**config.mk**
```make
export PLATFORM = sky130hd
export DESIGN_NAME = regbank_kstack
export DESIGN_NICKNAME = d
export VERILOG_FILES = /design/src/rtl/regbank_pkg.sv /design/src/rtl/rb_write_dec.sv /design/src/rtl/rb_gp_cell.sv /design/src/rtl/rb_sp_cell.sv /design/src/rtl/rb_read_sel.sv /design/src/rtl/regbank_kstack.sv
export SDC_FILE = /design/constraint.sdc
export NUM_CORES = 1
export LEC_CHECK = 0
export BUFFER_PORTS_ARGS = -buffer_cell sky130_fd_sc_hd__buf_4
export CORE_MARGIN = 1
export CORE_UTILIZATION = 35
export DETAILED_ROUTE_END_ITERATION = 8
export SLEW_MARGIN = 20
export SYNTH_ARGS = -nofsm -noshare
export SYNTH_HDL_FRONTEND = slang
export SYNTH_SLANG_ARGS = --single-unit
```
**constraint.sdc**
```tcl
create_clock -name clk -period 2.1 [get_ports clk]
set_clock_uncertainty 0.2 [all_clocks]
set_input_delay 0.105 -clock clk [delete_from_list [all_inputs] [get_ports clk]]
set_output_delay 0.105 -clock clk [all_outputs]
set_load 0.05 [all_outputs]
```
**src/rtl/regbank_pkg.sv**
```systemverilog
// Package: shared constants and types for the banked register file.
// Assumes: the stack-pointer and program-counter indices are fixed by the sequencer.
package regbank_pkg;
    localparam int unsigned RB_WORD_W = 16;
    localparam int unsigned RB_NREG   = 8;
    localparam int unsigned RB_SRC_W  = 5;
    localparam int unsigned RB_SP_IDX = 6;
    localparam int unsigned RB_PC_IDX = 7;

    // Privilege mode held beside the stack pointer
    typedef enum logic {
        MODE_USER   = 1'b0,
        MODE_KERNEL = 1'b1
    } priv_mode_e;
endpackage

```
**src/rtl/rb_write_dec.sv**
```systemverilog
// Module: rb_write_dec
// Turns the destination index and strobe into one write enable per register.
// The stack-pointer enable is blocked while an exchange is in progress.
// Assumes: swap_i is already qualified by the mode state.
module rb_write_dec #(
    parameter int unsigned NREG   = 8,
    parameter int unsigned IDX_W  = 3,
    parameter int unsigned SP_IDX = 6
) (
    input  logic             wr_en_i,
    input  logic [IDX_W-1:0] wr_idx_i,
    input  logic             swap_i,
    output logic [NREG-1:0]  we_o
);
    for (genvar i = 0; i < NREG; i++) begin : g_dec
        localparam logic [IDX_W-1:0] MY_IDX = IDX_W'(i);
        if (i == SP_IDX) begin : g_sp
            assign we_o[i] = wr_en_i && (wr_idx_i == MY_IDX) && !swap_i;
        end else begin : g_gp
            assign we_o[i] = wr_en_i && (wr_idx_i == MY_IDX);
        end
    end

    // Checks that at most one register is enabled per cycle
    always_comb begin

        we_onehot_chk: assert ($onehot0(we_o));
    end
endmodule

```
**src/rtl/rb_gp_cell.sv**
```systemverilog
// Module: rb_gp_cell
// One plain general register with a synchronous write enable.
// Assumes: the enable is already decoded and one-hot across cells.
module rb_gp_cell #(
    parameter int unsigned W = 16
) (
    input  logic         clk,
    input  logic         rst_n,
    input  logic         we_i,
    input  logic [W-1:0] d_i,
    output logic [W-1:0] q_o
);
    logic [W-1:0] q_r;

    // Holds the register word, cleared on reset
    always_ff @(posedge clk) begin
        if (!rst_n)    q_r <= '0;
        else if (we_i) q_r <= d_i;
    end

    assign q_o = q_r;


    gp_write_chk: assert property (@(posedge clk) disable iff (!rst_n)
        we_i |=> (q_o == $past(d_i)));


    gp_hold_chk: assert property (@(posedge clk) disable iff (!rst_n)
        !we_i |=> $stable(q_o));
endmodule

```
**src/rtl/rb_sp_cell.sv**
```systemverilog
// Module: rb_sp_cell
// Stack-pointer register with a hidden saved copy and the privilege mode flag.
// A transition pulse that changes the mode exchanges the two words.
// Assumes: the write enable arrives already masked by swap_o.
module rb_sp_cell #(
    parameter int unsigned W = 16
) (
    input  logic         clk,
    input  logic         rst_n,
    input  logic         we_i,
    input  logic [W-1:0] d_i,
    input  logic         xfer_i,
    input  logic         to_kernel_i,
    output logic         swap_o,
    output logic [W-1:0] q_o
);
    import regbank_pkg::*;

    logic [W-1:0] sp_r;
    logic [W-1:0] saved_r;
    priv_mode_e   mode_r;
    priv_mode_e   mode_req;

    assign mode_req = to_kernel_i ? MODE_KERNEL : MODE_USER;

    // An exchange happens only when the requested mode differs from the present one
    assign swap_o = xfer_i && (mode_req != mode_r);

    // Keeps the live stack pointer, its saved copy and the mode
    always_ff @(posedge clk) begin
        if (!rst_n) begin
            sp_r    <= '0;
            saved_r <= '0;
            mode_r  <= MODE_USER;
        end else if (swap_o) begin
            sp_r    <= saved_r;
            saved_r <= sp_r;
            mode_r  <= mode_req;
        end else if (we_i) begin
            sp_r    <= d_i;
        end
    end

    assign q_o = sp_r;


    sp_swap_chk: assert property (@(posedge clk) disable iff (!rst_n)
        swap_o |=> (sp_r == $past(saved_r)) && (saved_r == $past(sp_r)));


    saved_hold_chk: assert property (@(posedge clk) disable iff (!rst_n)
        !swap_o |=> $stable(saved_r) && $stable(mode_r));


    mode_follow_chk: assert property (@(posedge clk) disable iff (!rst_n)
        xfer_i |=> (mode_r == $past(mode_req)));


    sp_write_chk: assert property (@(posedge clk) disable iff (!rst_n)
        (we_i && !swap_o) |=> (sp_r == $past(d_i)));
endmodule

```
**src/rtl/rb_read_sel.sv**
```systemverilog
// Module: rb_read_sel
// Decodes the source address against this block's window and picks one register.
// Assumes: the window is aligned to the register count.
module rb_read_sel #(
    parameter int unsigned W     = 16,
    parameter int unsigned NREG  = 8,
    parameter int unsigned IDX_W = 3,
    parameter int unsigned SRC_W = 5,
    parameter logic [SRC_W-1:0] BASE_ADDR = 5'd8
) (
    input  logic [SRC_W-1:0] src_addr_i,
    input  logic [W-1:0]     regs_i [NREG],
    output logic [W-1:0]     rd_data_o,
    output logic             rd_oe_o
);
    localparam int unsigned TAG_W = SRC_W - IDX_W;

    logic [TAG_W-1:0] addr_tag;
    logic [IDX_W-1:0] addr_idx;

    assign addr_tag = src_addr_i[SRC_W-1:IDX_W];
    assign addr_idx = src_addr_i[IDX_W-1:0];

    // Enables the bus driver and gates the selected word
    always_comb begin
        rd_oe_o   = (addr_tag == BASE_ADDR[SRC_W-1:IDX_W]);
        rd_data_o = rd_oe_o ? regs_i[addr_idx] : '0;
    end
endmodule

```
**src/rtl/regbank_kstack.sv**
```systemverilog
// Module: regbank_kstack (top)
// Eight bus-attached general registers. The stack-pointer slot is banked
// against a saved copy on privilege transitions. It has no operand latches.
// Assumes: mode_xfer and wr_en are single-cycle strobes from the sequencer.
module regbank_kstack #(
    parameter int unsigned W      = regbank_pkg::RB_WORD_W,
    parameter int unsigned NREG   = regbank_pkg::RB_NREG,
    parameter int unsigned SRC_W  = regbank_pkg::RB_SRC_W,
    parameter int unsigned SP_IDX = regbank_pkg::RB_SP_IDX,
    parameter logic [SRC_W-1:0] BASE_ADDR = 5'd8,
    localparam int unsigned IDX_W = $clog2(NREG)
) (
    input  logic             clk,
    input  logic             rst_n,
    input  logic [SRC_W-1:0] src_addr,
    output logic [W-1:0]     rd_data,
    output logic             rd_oe,
    input  logic             wr_en,
    input  logic [IDX_W-1:0] wr_idx,
    input  logic [W-1:0]     wr_data,
    input  logic             mode_xfer,
    input  logic             mode_to_kernel
);
    logic [NREG-1:0] we;
    logic            swap;
    logic [W-1:0]    regs [NREG];

    rb_write_dec #(
        .NREG   (NREG),
        .IDX_W  (IDX_W),
        .SP_IDX (SP_IDX)
    ) u_wdec (
        .wr_en_i  (wr_en),
        .wr_idx_i (wr_idx),
        .swap_i   (swap),
        .we_o     (we)
    );

    for (genvar i = 0; i < NREG; i++) begin : g_reg
        if (i == SP_IDX) begin : g_sp
            rb_sp_cell #(.W(W)) u_sp (
                .clk         (clk),
                .rst_n       (rst_n),
                .we_i        (we[i]),
                .d_i         (wr_data),
                .xfer_i      (mode_xfer),
                .to_kernel_i (mode_to_kernel),
                .swap_o      (swap),
                .q_o         (regs[i])
            );
        end else begin : g_gp
            rb_gp_cell #(.W(W)) u_gp (
                .clk   (clk),
                .rst_n (rst_n),
                .we_i  (we[i]),
                .d_i   (wr_data),
                .q_o   (regs[i])
            );
        end
    end

    rb_read_sel #(
        .W         (W),
        .NREG      (NREG),
        .IDX_W     (IDX_W),
        .SRC_W     (SRC_W),
        .BASE_ADDR (BASE_ADDR)
    ) u_rsel (
        .src_addr_i (src_addr),
        .regs_i     (regs),
        .rd_data_o  (rd_data),
        .rd_oe_o    (rd_oe)
    );


    sp_write_drop_chk: assert property (@(posedge clk) disable iff (!rst_n)
        (swap && wr_en && (wr_idx == IDX_W'(SP_IDX))) |-> !we[SP_IDX]);
endmodule

```
==> impl_results.md <==
* Post-DR vias/cell at roughly 5.4
* Setup_tns at 0 ps
* Vias in the first global route at approximately 5,200
* Crit. End Element: output pin
* Final Slew Violations at 0
* Post-synth top area cell: dfxtp_1
* Worst setup SP type: flop
* Die area at 0.0193 mm^2
* Die height at between 100 and 150 um
* Tcrit/Tclk final at 0.954
* Max Freq at ~500 MHz
* Min cycle time layout at 2000 ps
* Nets at between 800 and 900
* Finished Layout Cells at a little over 1,000
* Max_cap viols at 0
* RSZ-0062 raised after global routing: no
* Synth warn at 0
* Asr flop ratio synth at 0
* CP Max Fanout at 3
* HP Class: in -> reg
* CTS Sinks at 145
* # diodes at 0
* Slew headroom at 0.432
* Core area at about 0.018 mm^2
* Initial antenna violation count at 0
* WHS at roughly 130 ps
* Max stage delay on crit path at roughly 500 ps
* Reg2Reg Depth at 4
* CTS Root Cell: clkbuf_16
* CP cell instances: mux4_2, a22o_1, buf_4
* Failing checks: DRC
* Clock latency on the worst-skew pair at 430 ps
* Post-CTS Setup Bufs at 0
* First drt pass iteration count at 7
* Tot GR Track Use at 0.200
* Initial core utilization at 0.362
* Critical path arrival at between 1500 and 2000 ps
* Final setup fails at 0
* Worst path bufs/invs at 1
* First-pass GRT wire length at a little under 30,000 um
* Die extent in x at 139 um
* Share of the synthesized area in the top cell type at 0.442
* Largest net degree at the start of global routing at 65
* Pwr/cell area at roughly 850 mW/mm^2
* Status: finished, violations left
* CTS tree: built
* Synth top area cells: dfxtp_1 44%, nand2_1 15%, mux4_2 11%
* Fin. Hold Viols at 0
* Worst Tran Pin Value at between 800 and 900 ps
* Register area share after synthesis at 0.442
* Prevailing post-synth register cell: dfxtp_1
* Share of layout cells above drive strength 1 at 0.187
* Syn_nets at between 700 and 800
* CP endpoint: rd_data[3]
* Worst vdd rail ir drop at around 0.0006 V
* DRC viols at 3
* CP startpoint: g_reg[6].g_sp.u_sp.q_o[3]$_SDFFE_PN0P_
* Cells after DPL at 963
* Iteration-0 DRC count of the detailed router at between 400 and 500
* Num CTS Buffers at 17
* Critical path type: reg -> out
* Clock buffer depth at 2
* Synthesized area per cell at just under 9 um^2
* Cell Area, Synth at ~0.0066 mm^2
* FF+latch count, synth at about 150
* # H-tree levels at 4
* Worst R2R End: g_reg[6].g_sp.u_sp.q_o[8]$_SDFFE_PN0P_
* Worst EP required at roughly 1800 ps
* Slowest-stage cell, CP: mux4_2
* Count of cell types in the netlist at 34
* Total grt overflow at 0
* Lkg Pwr at 2.65 nW
* Flop2flop setup slack at approximately 540 ps
* Avg WL per Cell at between 15 and 20 um
* Worst path depth at 3
* Vias at roughly 5,500
* Filler cell count at approximately 1,800
* Final ANT Viol Nets at 0
* Instance count of the mapped netlist at 751
* GPL Wtd Cong at about 0.79
* Reg-to-reg critical path startpoint: g_reg[6].g_sp.u_sp.mode_r$_SDFFE_PN0P_
* Largest delay share family, worst path: multiplexers
* Most common cell in the netlist: nand2_1
* DRT Wirelength at 18,700 um
* # port buffers at between 40 and 50
* Post-synth EDFFs at 0
* Area growth syn-to-layout at 18.1%
* Num rows at between 40 and 50
* Commonest cells in the netlist: 256 x nand2_1, 145 x dfxtp_1, 128 x a21oi_1
* I/O pin cnt at 46
* Clk pin slew, worst setup/hold paths at roughly 60 ps
* Hpwl dp at ~11,000 um
* Total power at roughly 6.6 mW
## cells by family after synthesis
group	count (synthesis)	share of synthesized area
muxes	33	0.111
AOI/OAI and AO/OA	176	0.162
xor gates and xnor gates	2	0.00381
and+or+nand+nor	309	0.204
DFF	145	0.442
buffers and inverters	86	0.0766
## stage by stage
step	cell area, um^2	utilization	setup slack, ps
3_3_place_gp	6940	0.383	310
3_5_place_dp	6940	0.383	297
5_1_grt	7750	0.427	54.1
6_report	7750	0.427	95.6
4_1_cts	7750	0.427	85.0
2_1_floorplan	6570	-	146
## power breakdown
part / total (mW) / leakage [nW] / switching (mW) / internal [mW]
Sequential: 2.89 / 1.18 / 0.0596 / 2.83
Clock: 3.09 / 0.299 / 1.12 / 1.96
Combinational: 0.611 / 1.18 / 0.367 / 0.244
Total: 6.59 / 2.65 / 1.55 / 5.04
## sequential cells by signal, summed over array words and instances, names as in the netlist
register	cells
g.g_gp.u_gp.q_o	112
g.g_sp.u_sp.q_o	16
g.g_sp.u_sp.saved_r	16
g.g_sp.u_sp.mode_r	1
## metal layers
metal | share of wire | up-vias | routed length (um) | GRT usage
met1 | 0.47 | 2665 | 8730 | 0.276
met4 | 0.018 | 0 | 334 | 0.0760
met3 | 0.055 | 24 | 1030 | 0.0425
li1 | - | 2615 | - | -
met5 | 0 | - | 0 | 0
met2 | 0.46 | 168 | 8610 | 0.308
## timing repair
| action | in CTS | in global routing |
|---|---|---|
| endpoints found under the hold margin | 145 | 0 |
| gates resized for setup | 0 | 0 |
| hold buffers | 20 | 0 |
## how the worst min path moves through the flow
stage | from | to | slack [ps] | cells past startpoint
6_report | wr_idx[2] | g_reg[0].g_gp.u_gp.q_o[4]$_SDFFE_PN0P_ | 130 | 5
5_1_grt | wr_idx[0] | g_reg[0].g_gp.u_gp.q_o[9]$_SDFFE_PN0P_ | 130 | 5
4_1_cts | wr_idx[1] | g_reg[0].g_gp.u_gp.q_o[9]$_SDFFE_PN0P_ | 110 | 5
3_5_place_dp | mode_to_kernel | g_reg[6].g_sp.u_sp.mode_r$_SDFFE_PN0P_ | 210 | 3
3_3_place_gp | mode_to_kernel | g_reg[6].g_sp.u_sp.mode_r$_SDFFE_PN0P_ | 200 | 3
2_1_floorplan | mode_to_kernel | g_reg[6].g_sp.u_sp.mode_r$_SDFFE_PN0P_ | 50 | 2
## worst min-delay path, stage by stage
cell,delay (ps)
buf_4,180
nor4b_4,60
buf_4,210
nand2_1,90
a21oi_1,50
## layout make-up
type	count	area, um^2	share of cell area
clock buffers	27	533	0.0688
clock inverters	4	70.1	0.00904
inverters	2	10.0	0.00129
multi-input cells	520	3170	0.409
flip-flops and latches	145	2900	0.375
well taps	229	287	0.0370
repair buffers	87	778	0.100
## layout by cell type, fill, tap and decap left out, types with 2 or more instances in the layout
cell           count
nand2_1          256
dfxtp_1          145
a21oi_1          128
buf_4             61
mux4_2            32
dlygate4sd3_1     20
clkbuf_16         17
a22o_1            16
nand3_1           16
o21ai_0           16
nor3_1            16
a311oi_2          10
clkbuf_8           7
a311oi_1           6
buf_12             6
and4bb_2           3
nand4bb_1          3
and4b_1            3
clkbuf_1           3
nand4b_1           2
clkinv_2           2
bufinv_16          2
(Power assumes the default switching activity.)
